<file path="src/rtl/pwrdom_pkg.sv">
package pwrdom_pkg;
    typedef enum logic [3:0] {
        ST_IDLE,
        ST_DN_MEM,
        ST_DN_SW,
        ST_DN_CLKC,
        ST_DN_CLKB,
        ST_UP_MEM,
        ST_UP_RSTA,
        ST_UP_ISO,
        ST_UP_RSTD,
        ST_UP_CLKC,
        ST_UP_CLKB
    } seq_state_e;
endpackage

</file>
<file path="src/rtl/pwrdom_timer.sv">
module pwrdom_timer #(
    parameter int W = 16
) (
    input  logic         clk_i,
    input  logic         rst_ni,
    input  logic         load_i,
    input  logic [W-1:0] load_val_i,
    output logic         zero_o
);
    logic [W-1:0] cnt_d, cnt_q;

    always_comb begin
        cnt_d = cnt_q;
        if (load_i) begin
            cnt_d = load_val_i;
        end else if (cnt_q != '0) begin
            cnt_d = cnt_q - W'(1);
        end
    end

    always_ff @(posedge clk_i) begin
        if (!rst_ni) begin
            cnt_q <= '0;
        end else begin
            cnt_q <= cnt_d;
        end
    end

    assign zero_o = (cnt_q == '0);
endmodule

</file>
<file path="src/rtl/pwrdom_mem_map.sv">
module pwrdom_mem_map #(
    parameter int FIELDS  = 16,
    parameter int FIELD_W = 2,
    parameter int XBITS   = 8,
    parameter int IDX_W   = 6
) (
    input  logic [IDX_W-1:0]          idx_i,
    output logic [FIELDS*FIELD_W-1:0] mask_a_o,
    output logic [FIELDS*FIELD_W-1:0] mask_b_o,
    output logic [XBITS-1:0]          mask_x_o
);
    localparam int BW = FIELDS * FIELD_W;

    for (genvar b = 0; b < BW; b++) begin : g_bank
        if ((b % FIELD_W) == FIELD_W - 1) begin : g_top
            assign mask_a_o[b] = (idx_i == IDX_W'(b / FIELD_W));
            assign mask_b_o[b] = (idx_i == IDX_W'(FIELDS + b / FIELD_W));
        end else begin : g_low
            assign mask_a_o[b] = 1'b0;
            assign mask_b_o[b] = 1'b0;
        end
    end

    for (genvar k = 0; k < XBITS; k++) begin : g_extra
        assign mask_x_o[k] = (idx_i == IDX_W'(2 * FIELDS + k));
    end
endmodule

</file>
<file path="src/rtl/pwrdom_seq.sv">
module pwrdom_seq
    import pwrdom_pkg::*;
#(
    parameter int CYCLES_PER_US = 1,
    parameter int ISO_US        = 20,
    parameter int STEP_US       = 5,
    parameter int TAIL_US       = 20,
    parameter int SETTLE_US     = 20000,
    parameter int FIELDS        = 16,
    parameter int FIELD_W       = 2,
    parameter int XBITS         = 8
) (
    input  logic                      clk_i,
    input  logic                      rst_ni,
    input  logic                      up_req_i,
    input  logic                      down_req_i,
    input  logic                      halt_req_i,
    input  logic                      sw_closed_i,
    output logic                      iso_en_o,
    output logic                      sw_open_o,
    output logic [FIELDS*FIELD_W-1:0] mem_pd_a_o,
    output logic [FIELDS*FIELD_W-1:0] mem_pd_b_o,
    output logic [XBITS-1:0]          mem_pd_x_o,
    output logic                      dom_rst_o,
    output logic                      clk_core_en_o,
    output logic                      clk_bus_en_o,
    output logic                      busy_o,
    output logic                      powered_o
);
    localparam int BW     = FIELDS * FIELD_W;
    localparam int STEPS  = 2 * FIELDS + XBITS;
    localparam int IDX_W  = $clog2(STEPS);
    localparam int C_ISO  = ISO_US * CYCLES_PER_US;
    localparam int C_STEP = STEP_US * CYCLES_PER_US;
    localparam int C_TAIL = (STEP_US + TAIL_US) * CYCLES_PER_US;
    localparam int C_SW   = SETTLE_US * CYCLES_PER_US;
    localparam int C_MAX  = (C_SW > C_TAIL) ? ((C_SW > C_ISO) ? C_SW : C_ISO)
                                            : ((C_TAIL > C_ISO) ? C_TAIL : C_ISO);
    localparam int TMR_W  = $clog2(C_MAX + 1);
    localparam logic [IDX_W-1:0] LAST_IDX = IDX_W'(STEPS - 1);

    function automatic logic [BW-1:0] upper_bits();
        logic [BW-1:0] v;
        v = '0;
        for (int f = 0; f < FIELDS; f++) begin
            v[f*FIELD_W + FIELD_W - 1] = 1'b1;
        end
        return v;
    endfunction

    localparam logic [BW-1:0] OFF_BANK = upper_bits();

    typedef struct packed {
        seq_state_e       st;
        logic [IDX_W-1:0] idx;
        logic             iso;
        logic             sw_open;
        logic [BW-1:0]    bank_a;
        logic [BW-1:0]    bank_b;
        logic [XBITS-1:0] xbits;
        logic             drst;
        logic             clk_core;
        logic             clk_bus;
        logic             pwr;
    } seq_regs_t;

    seq_regs_t        r_d, r_q;
    logic             tmr_load, tmr_zero;
    logic [TMR_W-1:0] tmr_val;
    logic [BW-1:0]    mask_a, mask_b;
    logic [XBITS-1:0] mask_x;
    logic             set_val;

    pwrdom_timer #(.W(TMR_W)) timer_i (
        .clk_i      (clk_i),
        .rst_ni     (rst_ni),
        .load_i     (tmr_load),
        .load_val_i (tmr_val),
        .zero_o     (tmr_zero)
    );

    pwrdom_mem_map #(
        .FIELDS (FIELDS),
        .FIELD_W(FIELD_W),
        .XBITS  (XBITS),
        .IDX_W  (IDX_W)
    ) map_i (
        .idx_i    (r_q.idx),
        .mask_a_o (mask_a),
        .mask_b_o (mask_b),
        .mask_x_o (mask_x)
    );

    always_comb begin
        r_d      = r_q;
        tmr_load = 1'b0;
        tmr_val  = '0;
        set_val  = (r_q.st == ST_DN_MEM);
        unique case (r_q.st)
            ST_IDLE: begin
                if (r_q.pwr && (down_req_i || halt_req_i)) begin
                    r_d.iso  = 1'b1;
                    r_d.idx  = '0;
                    r_d.st   = ST_DN_MEM;
                    tmr_load = 1'b1;
                    tmr_val  = TMR_W'(C_ISO - 1);
                end else if (!r_q.pwr && up_req_i) begin
                    r_d.sw_open = 1'b0;
                    r_d.idx     = '0;
                    r_d.st      = ST_UP_MEM;
                    tmr_load    = 1'b1;
                    tmr_val     = TMR_W'(C_ISO - 1);
                end
            end
            ST_DN_MEM, ST_UP_MEM: begin
                if (tmr_zero) begin
                    r_d.bank_a = set_val ? (r_q.bank_a | mask_a) : (r_q.bank_a & ~mask_a);
                    r_d.bank_b = set_val ? (r_q.bank_b | mask_b) : (r_q.bank_b & ~mask_b);
                    r_d.xbits  = set_val ? (r_q.xbits | mask_x) : (r_q.xbits & ~mask_x);
                    tmr_load   = 1'b1;
                    if (r_q.idx == LAST_IDX) begin
                        tmr_val = TMR_W'(C_TAIL - 1);
                        r_d.st  = set_val ? ST_DN_SW : ST_UP_RSTA;
                    end else begin
                        tmr_val = TMR_W'(C_STEP - 1);
                        r_d.idx = r_q.idx + IDX_W'(1);
                    end
                end
            end
            ST_DN_SW: begin
                if (tmr_zero) begin
                    r_d.sw_open = 1'b1;
                    tmr_load    = 1'b1;
                    tmr_val     = TMR_W'(C_SW - 1);
                    r_d.st      = ST_DN_CLKC;
                end
            end
            ST_DN_CLKC: begin
                if (tmr_zero) begin
                    r_d.clk_core = 1'b0;
                    r_d.st       = ST_DN_CLKB;
                end
            end
            ST_DN_CLKB: begin
                r_d.clk_bus = 1'b0;
                r_d.pwr     = 1'b0;
                r_d.st      = ST_IDLE;
            end
            ST_UP_RSTA: begin
                if (tmr_zero) begin
                    r_d.drst = 1'b1;
                    r_d.st   = ST_UP_ISO;
                end
            end
            ST_UP_ISO: begin
                r_d.iso = 1'b0;
                r_d.st  = ST_UP_RSTD;
            end
            ST_UP_RSTD: begin
                r_d.drst = 1'b0;
                r_d.st   = ST_UP_CLKC;
            end
            ST_UP_CLKC: begin
                r_d.clk_core = 1'b1;
                r_d.st       = ST_UP_CLKB;
            end
            ST_UP_CLKB: begin
                r_d.clk_bus = 1'b1;
                r_d.pwr     = 1'b1;
                r_d.st      = ST_IDLE;
            end
            default: r_d.st = ST_IDLE;
        endcase
    end

    always_ff @(posedge clk_i) begin
        if (!rst_ni) begin
            r_q.st       <= ST_IDLE;
            r_q.idx      <= '0;
            r_q.pwr      <= sw_closed_i;
            r_q.iso      <= !sw_closed_i;
            r_q.sw_open  <= !sw_closed_i;
            r_q.bank_a   <= sw_closed_i ? '0 : OFF_BANK;
            r_q.bank_b   <= sw_closed_i ? '0 : OFF_BANK;
            r_q.xbits    <= sw_closed_i ? '0 : '1;
            r_q.drst     <= 1'b0;
            r_q.clk_core <= sw_closed_i;
            r_q.clk_bus  <= sw_closed_i;
        end else begin
            r_q <= r_d;
        end
    end

    assign iso_en_o      = r_q.iso;
    assign sw_open_o     = r_q.sw_open;
    assign mem_pd_a_o    = r_q.bank_a;
    assign mem_pd_b_o    = r_q.bank_b;
    assign mem_pd_x_o    = r_q.xbits;
    assign dom_rst_o     = r_q.drst;
    assign clk_core_en_o = r_q.clk_core;
    assign clk_bus_en_o  = r_q.clk_bus;
    assign busy_o        = (r_q.st != ST_IDLE);
    assign powered_o     = r_q.pwr;

    logic [2*BW+XBITS-1:0] mem_all;
    assign mem_all = {r_q.bank_a, r_q.bank_b, r_q.xbits};

    // isolation is released only while the switch is closed
    p_iso_covers_switch_r2: assert property (@(posedge clk_i) disable iff (!rst_ni)
        !iso_en_o |-> !sw_open_o);

    // at most one memory control bit moves per cycle
    p_one_mem_bit_r3: assert property (@(posedge clk_i) disable iff (!rst_ni)
        $countones(mem_all ^ $past(mem_all)) <= 1);

    // bus clock stops only after the core clock has stopped
    p_bus_off_after_core_r4: assert property (@(posedge clk_i) disable iff (!rst_ni)
        $fell(clk_bus_en_o) |-> (!clk_core_en_o && !$past(clk_core_en_o)));

    // bus clock starts only after the core clock is running
    p_bus_on_after_core_r5: assert property (@(posedge clk_i) disable iff (!rst_ni)
        $rose(clk_bus_en_o) |-> $past(clk_core_en_o));

    // domain reset is pulsed only inside a sequence
    p_rst_inside_seq_r5: assert property (@(posedge clk_i) disable iff (!rst_ni)
        dom_rst_o |-> busy_o);

    // powered flag moves only when busy drops
    p_pwr_at_end_r6: assert property (@(posedge clk_i) disable iff (!rst_ni)
        !$stable(powered_o) |-> ($past(busy_o) && !busy_o));

    // while idle, no output moves
    p_idle_quiet_r8: assert property (@(posedge clk_i) disable iff (!rst_ni)
        (!busy_o && !$past(busy_o)) |->
            ($stable(mem_all) && $stable(iso_en_o) && $stable(sw_open_o) &&
             $stable(clk_core_en_o) && $stable(clk_bus_en_o)));
endmodule

</file>
<file path="config.mk">
export PLATFORM = sky130hd
export DESIGN_NAME = pwrdom_seq
export DESIGN_NICKNAME = d
export VERILOG_FILES = /design/src/rtl/pwrdom_pkg.sv /design/src/rtl/pwrdom_timer.sv /design/src/rtl/pwrdom_mem_map.sv /design/src/rtl/pwrdom_seq.sv
export SDC_FILE = /design/constraint.sdc
export NUM_CORES = 1
export LEC_CHECK = 0
export BUFFER_PORTS_ARGS = -buffer_cell sky130_fd_sc_hd__buf_2
export CORE_UTILIZATION = 59
export CTS_CLUSTER_SIZE = 10
export DETAILED_ROUTE_END_ITERATION = 8
export GPL_ROUTABILITY_DRIVEN = 0
export PLACE_DENSITY = 0.81
export SLEW_MARGIN = 20
export SYNTH_ARGS = -nofsm -noshare
export SYNTH_HDL_FRONTEND = slang
export SYNTH_HIERARCHICAL = 1
export SYNTH_SLANG_ARGS = --single-unit
</file>
<file path="constraint.sdc">
create_clock -name clk_i -period 3.68 [get_ports clk_i]
set_input_delay 0 -clock clk_i [delete_from_list [all_inputs] [get_ports clk_i]]
set_output_delay 0 -clock clk_i [all_outputs]
set_load 0.03 [all_outputs]
</file>
# Word level (Yosys, flattened, before mapping)
# Cells that the tools add are included.
# totals
out_inout_bits	79
word_cells	153
regBits	103
in_bits	6
# op_classes
n_eq_ne	67
n_mux	41
bitwise_logic	9
n_addsub	2
n_reduce_logical	22
# op_table
cell	count
2-to-1 mux 72 bit	2
equality test 6 x 5 -> 1 bit (second input constant)	16
2-to-1 mux 32 bit	3
2-to-1 mux 78 bit	1
2-to-1 mux 15 bit	5
bitwise AND 32 bit	2
NOT 32 bit	2
OR 32 bit	2
equality test 6 x 4 -> 1 bit (second input constant)	8
equality test 6 bit (second input constant)	8
one-hot mux 15 bit (3 select lines)	1
one-hot mux 4 bit (8 select lines)	1
2-to-1 mux 10 bit	3
equality test 6 x 3 -> 1 bit (second input constant)	4
equality test 4 x 3 -> 1 bit (second input constant)	4
2-to-1 mux 4 bit	4
2-to-1 mux 8 bit	2
logical NOT 15 bit	1
nonzero test 15 bit	1
subtractor 15 x 1 -> 15 bit (second input constant)	1
equality test 4 bit (second input constant)	3
equality test 6 x 2 -> 1 bit (second input constant)	2
!= test 2 x 1 -> 1 bit (second input constant)	6
!= test 3 x 1 -> 1 bit (second input constant)	4
29 further kinds	55

# Logic depth before layout (Yosys ltp)
# depth
depth_word	7
ltp_mapped	12
mapped_depth_nobuf	10

# Modules after synthesis
# The synthesis kept the hierarchy.
# modules_own_cells
module	area_each_um2	seq_area_each_um2	n_inst	cells_per_inst
pwrdom_seq	4982.3	2502.4	1	487
pwrdom_timer	853.3	300.3	1	101
pwrdom_mem_map	529.3	0.0	1	90

# Worst setup path after synthesis
# Ideal clock, no wire load.
# synth_timing
path_kind	reg2reg
start	register timer_i.cnt_q[0]
end	register r_q (netlist bit mem_pd_a_o[0]) (enable)
path_buffers	1
stages_incl_launch_ff	9
arrival_time_ns	2.849
synth_period_minus_slack_ns	3.238
setup_ns	0.389
required_ns	3.291
slack_ns	0.442
path_cell_list	dfxtp_1 > inv_1 > ha_1 > or4b_2 > nor4_1 > clkbuf_1 > nor2b_1 > nand2_1 > nand2_1
# synth_via
elab_chain_cells	3
# synth_rtl
element	line_no	text
from (decl)	pwrdom_timer.sv:10	logic [W-1:0] cnt_d, cnt_q;
from (signal assigned)	pwrdom_timer.sv:25	cnt_q <= cnt_d;
logical NOT 15 bit	pwrdom_timer.sv:29	assign zero_o = (cnt_q == '0);
via tmr_zero	pwrdom_seq.sv:68	logic tmr_load, tmr_zero;
!= test 2 x 1 -> 1 bit (no source line)	-	
AND reduction 2 bit (no source line)	-	
to (signal assigned)	pwrdom_seq.sv:190	r_q <= r_d;
to (decl)	pwrdom_seq.sv:67	seq_regs_t r_d, r_q;
# The timed path passes the listed nets, and every way through them passes these cells.
# A chain may end at the register's enable or synchronous reset.

# Worst setup path after layout
# layout_timing
start	register timer_i.cnt_q[0]
end	register timer_i.cnt_q[3]
# layout_via
elab_chain_cells	4
word_cells_on_any_way	11
cone_classes	add/sub (1); mux (7); reduce/logical (3)
# layout_rtl
element	line_no	text
logical NOT 15 bit (*)	pwrdom_timer.sv:29	
via tmr_zero	pwrdom_seq.sv:68	
2-to-1 mux 1 bit (*)	pwrdom_seq.sv:116, pwrdom_seq.sv:131	
one-hot mux 1 bit (2 select lines) (*)	pwrdom_seq.sv:99	unique case (r_q.st)
via tmr_load	pwrdom_seq.sv:68	
2-to-1 mux 15 bit or nonzero test 2 bit (tied branches)	-	
# Mark *: on every way through the listed nets, which the timed path passes. The rest lies on a longest branch. The select of a mux whose other input is x is not followed.

==> impl_metrics.toml <==
[logic_synthesis]
synthTopCellsByCount = "nand2_1 (109), buf_4 (105), nor2_1 (89)"
synth_area_per_cell_sq_um = 9.39
synth_top_cell_by_area = "edfxtp_1"
ys_ff_latch = 102
yosysUniqueCellTypes = 71
async_reset_ff_frac = 0
synthTopCellsByArea = "edfxtp_1 (36%), buf_4 (12%), dfxtp_1 (8.2%)"
syn_area_sq_mm = 0.00636
synth_top_area_frac = 0.359
synthCells = 678
ys.warnings.count = 6
seq_area_frac_synth = 0.440
synth_edf_count = 76
synth_flop_cell = "edfxtp_1"
yosysMostFrequentCell = "nand2_1"

[floorplanning]
initial_core_util = 0.614
ios = 85
die_w_microns = 106
die_h_microns = 106
row_count = 37
dieArea_sq_mm = 0.0112
core-area_sq_mm = 0.0104

[routing]
drt_wl_total_microns = 11600
drt-wirelength-per-cell_microns = 14.3
vias_per_cell = 5.46
first_pass_iters = 5
dr.first_iter.drc_count = 381
ant_nets = 0
num_vias = 4444
drc = 0

[sta]
setup_violations = 0
period_minus_slack_ns = 3.19
tightest_slew_ns = 0.808
setup_ws_ns = 0.495
finClkSkew_ns = 0.00712
finalCritPeriodShare = 0.866
rsz0062_at_grt = "false"
slew_headroom = 0.461
fmax_ghz = 0.314
final.setup.tns_ns = 0
drv_slew = 0
finalHoldViolCount = 0

[place]
io_buffers = 84
post-place-ws_ns = 0.603
placed_cells = 797
dp_hpwl_microns = 7670

[setup_path]
crit_path_max_fanout = 11
slowest_delay_ns = 0.68
r2r_cells = 11
path_cells = "inv_1 > ha_1 > or4b_2 > nor4_1 > buf_4 > nor2b_1 > nand2_1 > nand2_1 > inv_1 > nand3_1 > o21ai_0"
path_depth = 11
r2r_end = "timer_i/cnt_q[3]"
worst_path_dominant_cell_family = "simple AND/OR/NAND/NOR gates"
cp_slowest_cell = "or4b_2"
crit_path_end_kind = "register"
ff2ff_setup_slack_ns = 0.49
start_kind = "register"
path_buf_inv = 3
reg2reg_from = "timer_i/cnt_q[0]"
cp.required_ns = 3.91
critPathKind = "reg2reg"
critPathArrivalTime_ns = 3.41

[power_and_ir_drop]
peakVddDrop_v = 0.000291
p_leak_nw = 2.87
finalPower_mw = 3.86
p_per_area_mw_per_mm2 = 607

[cts]
postCtsHoldBufs = 0
post_cts_buffers = 0
htreeDepth = 3
cts_tree = "done"
cts_root_buffer = "clkbuf_8"
clk_latency_ns = 0.36
clk_path_buf_depth = 2
cts_made_buffers = 9
cts_num_sinks = 102
cts_resized = 0
clk_pin_slew_ns = 0.09

[cells_and_area]
layout-drive-gt1-share = 0.192
num_antenna_cells = 0
layoutNonFillerInstCount = 814
num-nets-final = 681
fillCellCount = 891
fin_util = 0.613
syn_to_final_growth_pct = -0.0590

[grt]
grt_pass1_wl_microns = 19100
grt_overflow_total = 0
globalRouteTotalUtil = 0.213
antenna_found_initial = 0
grt_max_degree = 69
grt_pass1_vias = 4048

[min_path]
min_path_cells = 3
holdPathEnd = "sw_open_o"
min_path_type = "in2reg"
min-delay-start = "up_req_i"

[job]
maxCapViolations = 0

[status]
status = "finished, final reports clean"
-- stage by stage --
step	hold WS (ns)	cell area, sq um
2_1_floorplan	0.171	6500
3_3_place_gp	0.474	6190
3_5_place_dp	0.469	6190
4_1_cts	0.128	6350
5_1_grt	0.192	6360
6_report	0.156	6360
-- metal layers --
metal	vias up	wire length [microns]	part of all wire	track usage
met2	143	5520	0.47	0.343
met1	2104	5420	0.47	0.295
met3	12	604	0.052	0.0266
li1	2185	-	-	-
met5	-	0	0	0
met4	0	104	0.0089	0.0794
-- cell usage in the layout, fill, tap and decap left out, types with 4 or more instances in the layout --
cell and n:
a21o_1 40, a21oi_1 7, a31oi_1 6, buf_2 84, buf_4 6, clkbuf_8 9, clkinv_2 4, conb_1 38
dfxtp_1 26, edfxtp_1 76, inv_1 8, mux2i_1 32, nand2_1 109, nand2b_1 7, nand3_1 7, nand4_1 4
nand4bb_1 4, nor2_1 87, nor2b_1 9, nor3_1 7, nor4_1 4, nor4_4 4, o21ai_0 19, or4b_1 4
xnor2_1 8
-- where the power goes --
part	switching [mW]	total [mW]	internal, mW
Sequential	0.181	1.63	1.45
Combinational	1.04	1.63	0.593
Clock	0.364	0.602	0.238
-- worst max-delay path by stage --
| stage | startpoint | endpoint |
|---|---|---|
| global route | timer_i/cnt_q[0] | timer_i/cnt_q[4] |
| CTS | timer_i/cnt_q[0] | timer_i/cnt_q[4] |
| finish | timer_i/cnt_q[0] | timer_i/cnt_q[3] |
| global placement | timer_i/cnt_q[0] | timer_i/cnt_q[9] |
| floorplan | timer_i/cnt_q[0] | mem_pd_a_o[0] |
| detailed placement | timer_i/cnt_q[0] | timer_i/cnt_q[3] |
-- kinds of logic after synthesis --
logic type | share of synthesized area
adders and majority gates | 0.00393
DFF | 0.440
and+or+nand+nor | 0.213
AOI/OAI and AO/OA | 0.116
xor gates and xnor gates | 0.0151
muxes | 0.0503
other | 0.00118
buffers and inverters | 0.160
-- worst min-delay path, stage by stage --
cell and delay [ns]:
buf_2 0.10, nand2b_1 0.11, o211ai_1 0.12
-- final cells by class --
| type | count | area (sq um) | area share |
|---|---|---|---|
| inverters | 9 | 33.8 | 0.00531 |
| clock buffers | 10 | 128 | 0.0201 |
| flip-flops and latches | 102 | 2800 | 0.441 |
| clock inverters | 6 | 28.8 | 0.00452 |
| multi-input cells | 459 | 2700 | 0.424 |
| repair buffers | 92 | 500 | 0.0787 |
| well taps | 136 | 170 | 0.0268 |
Note: power is estimated with default switching activity, not from simulation.
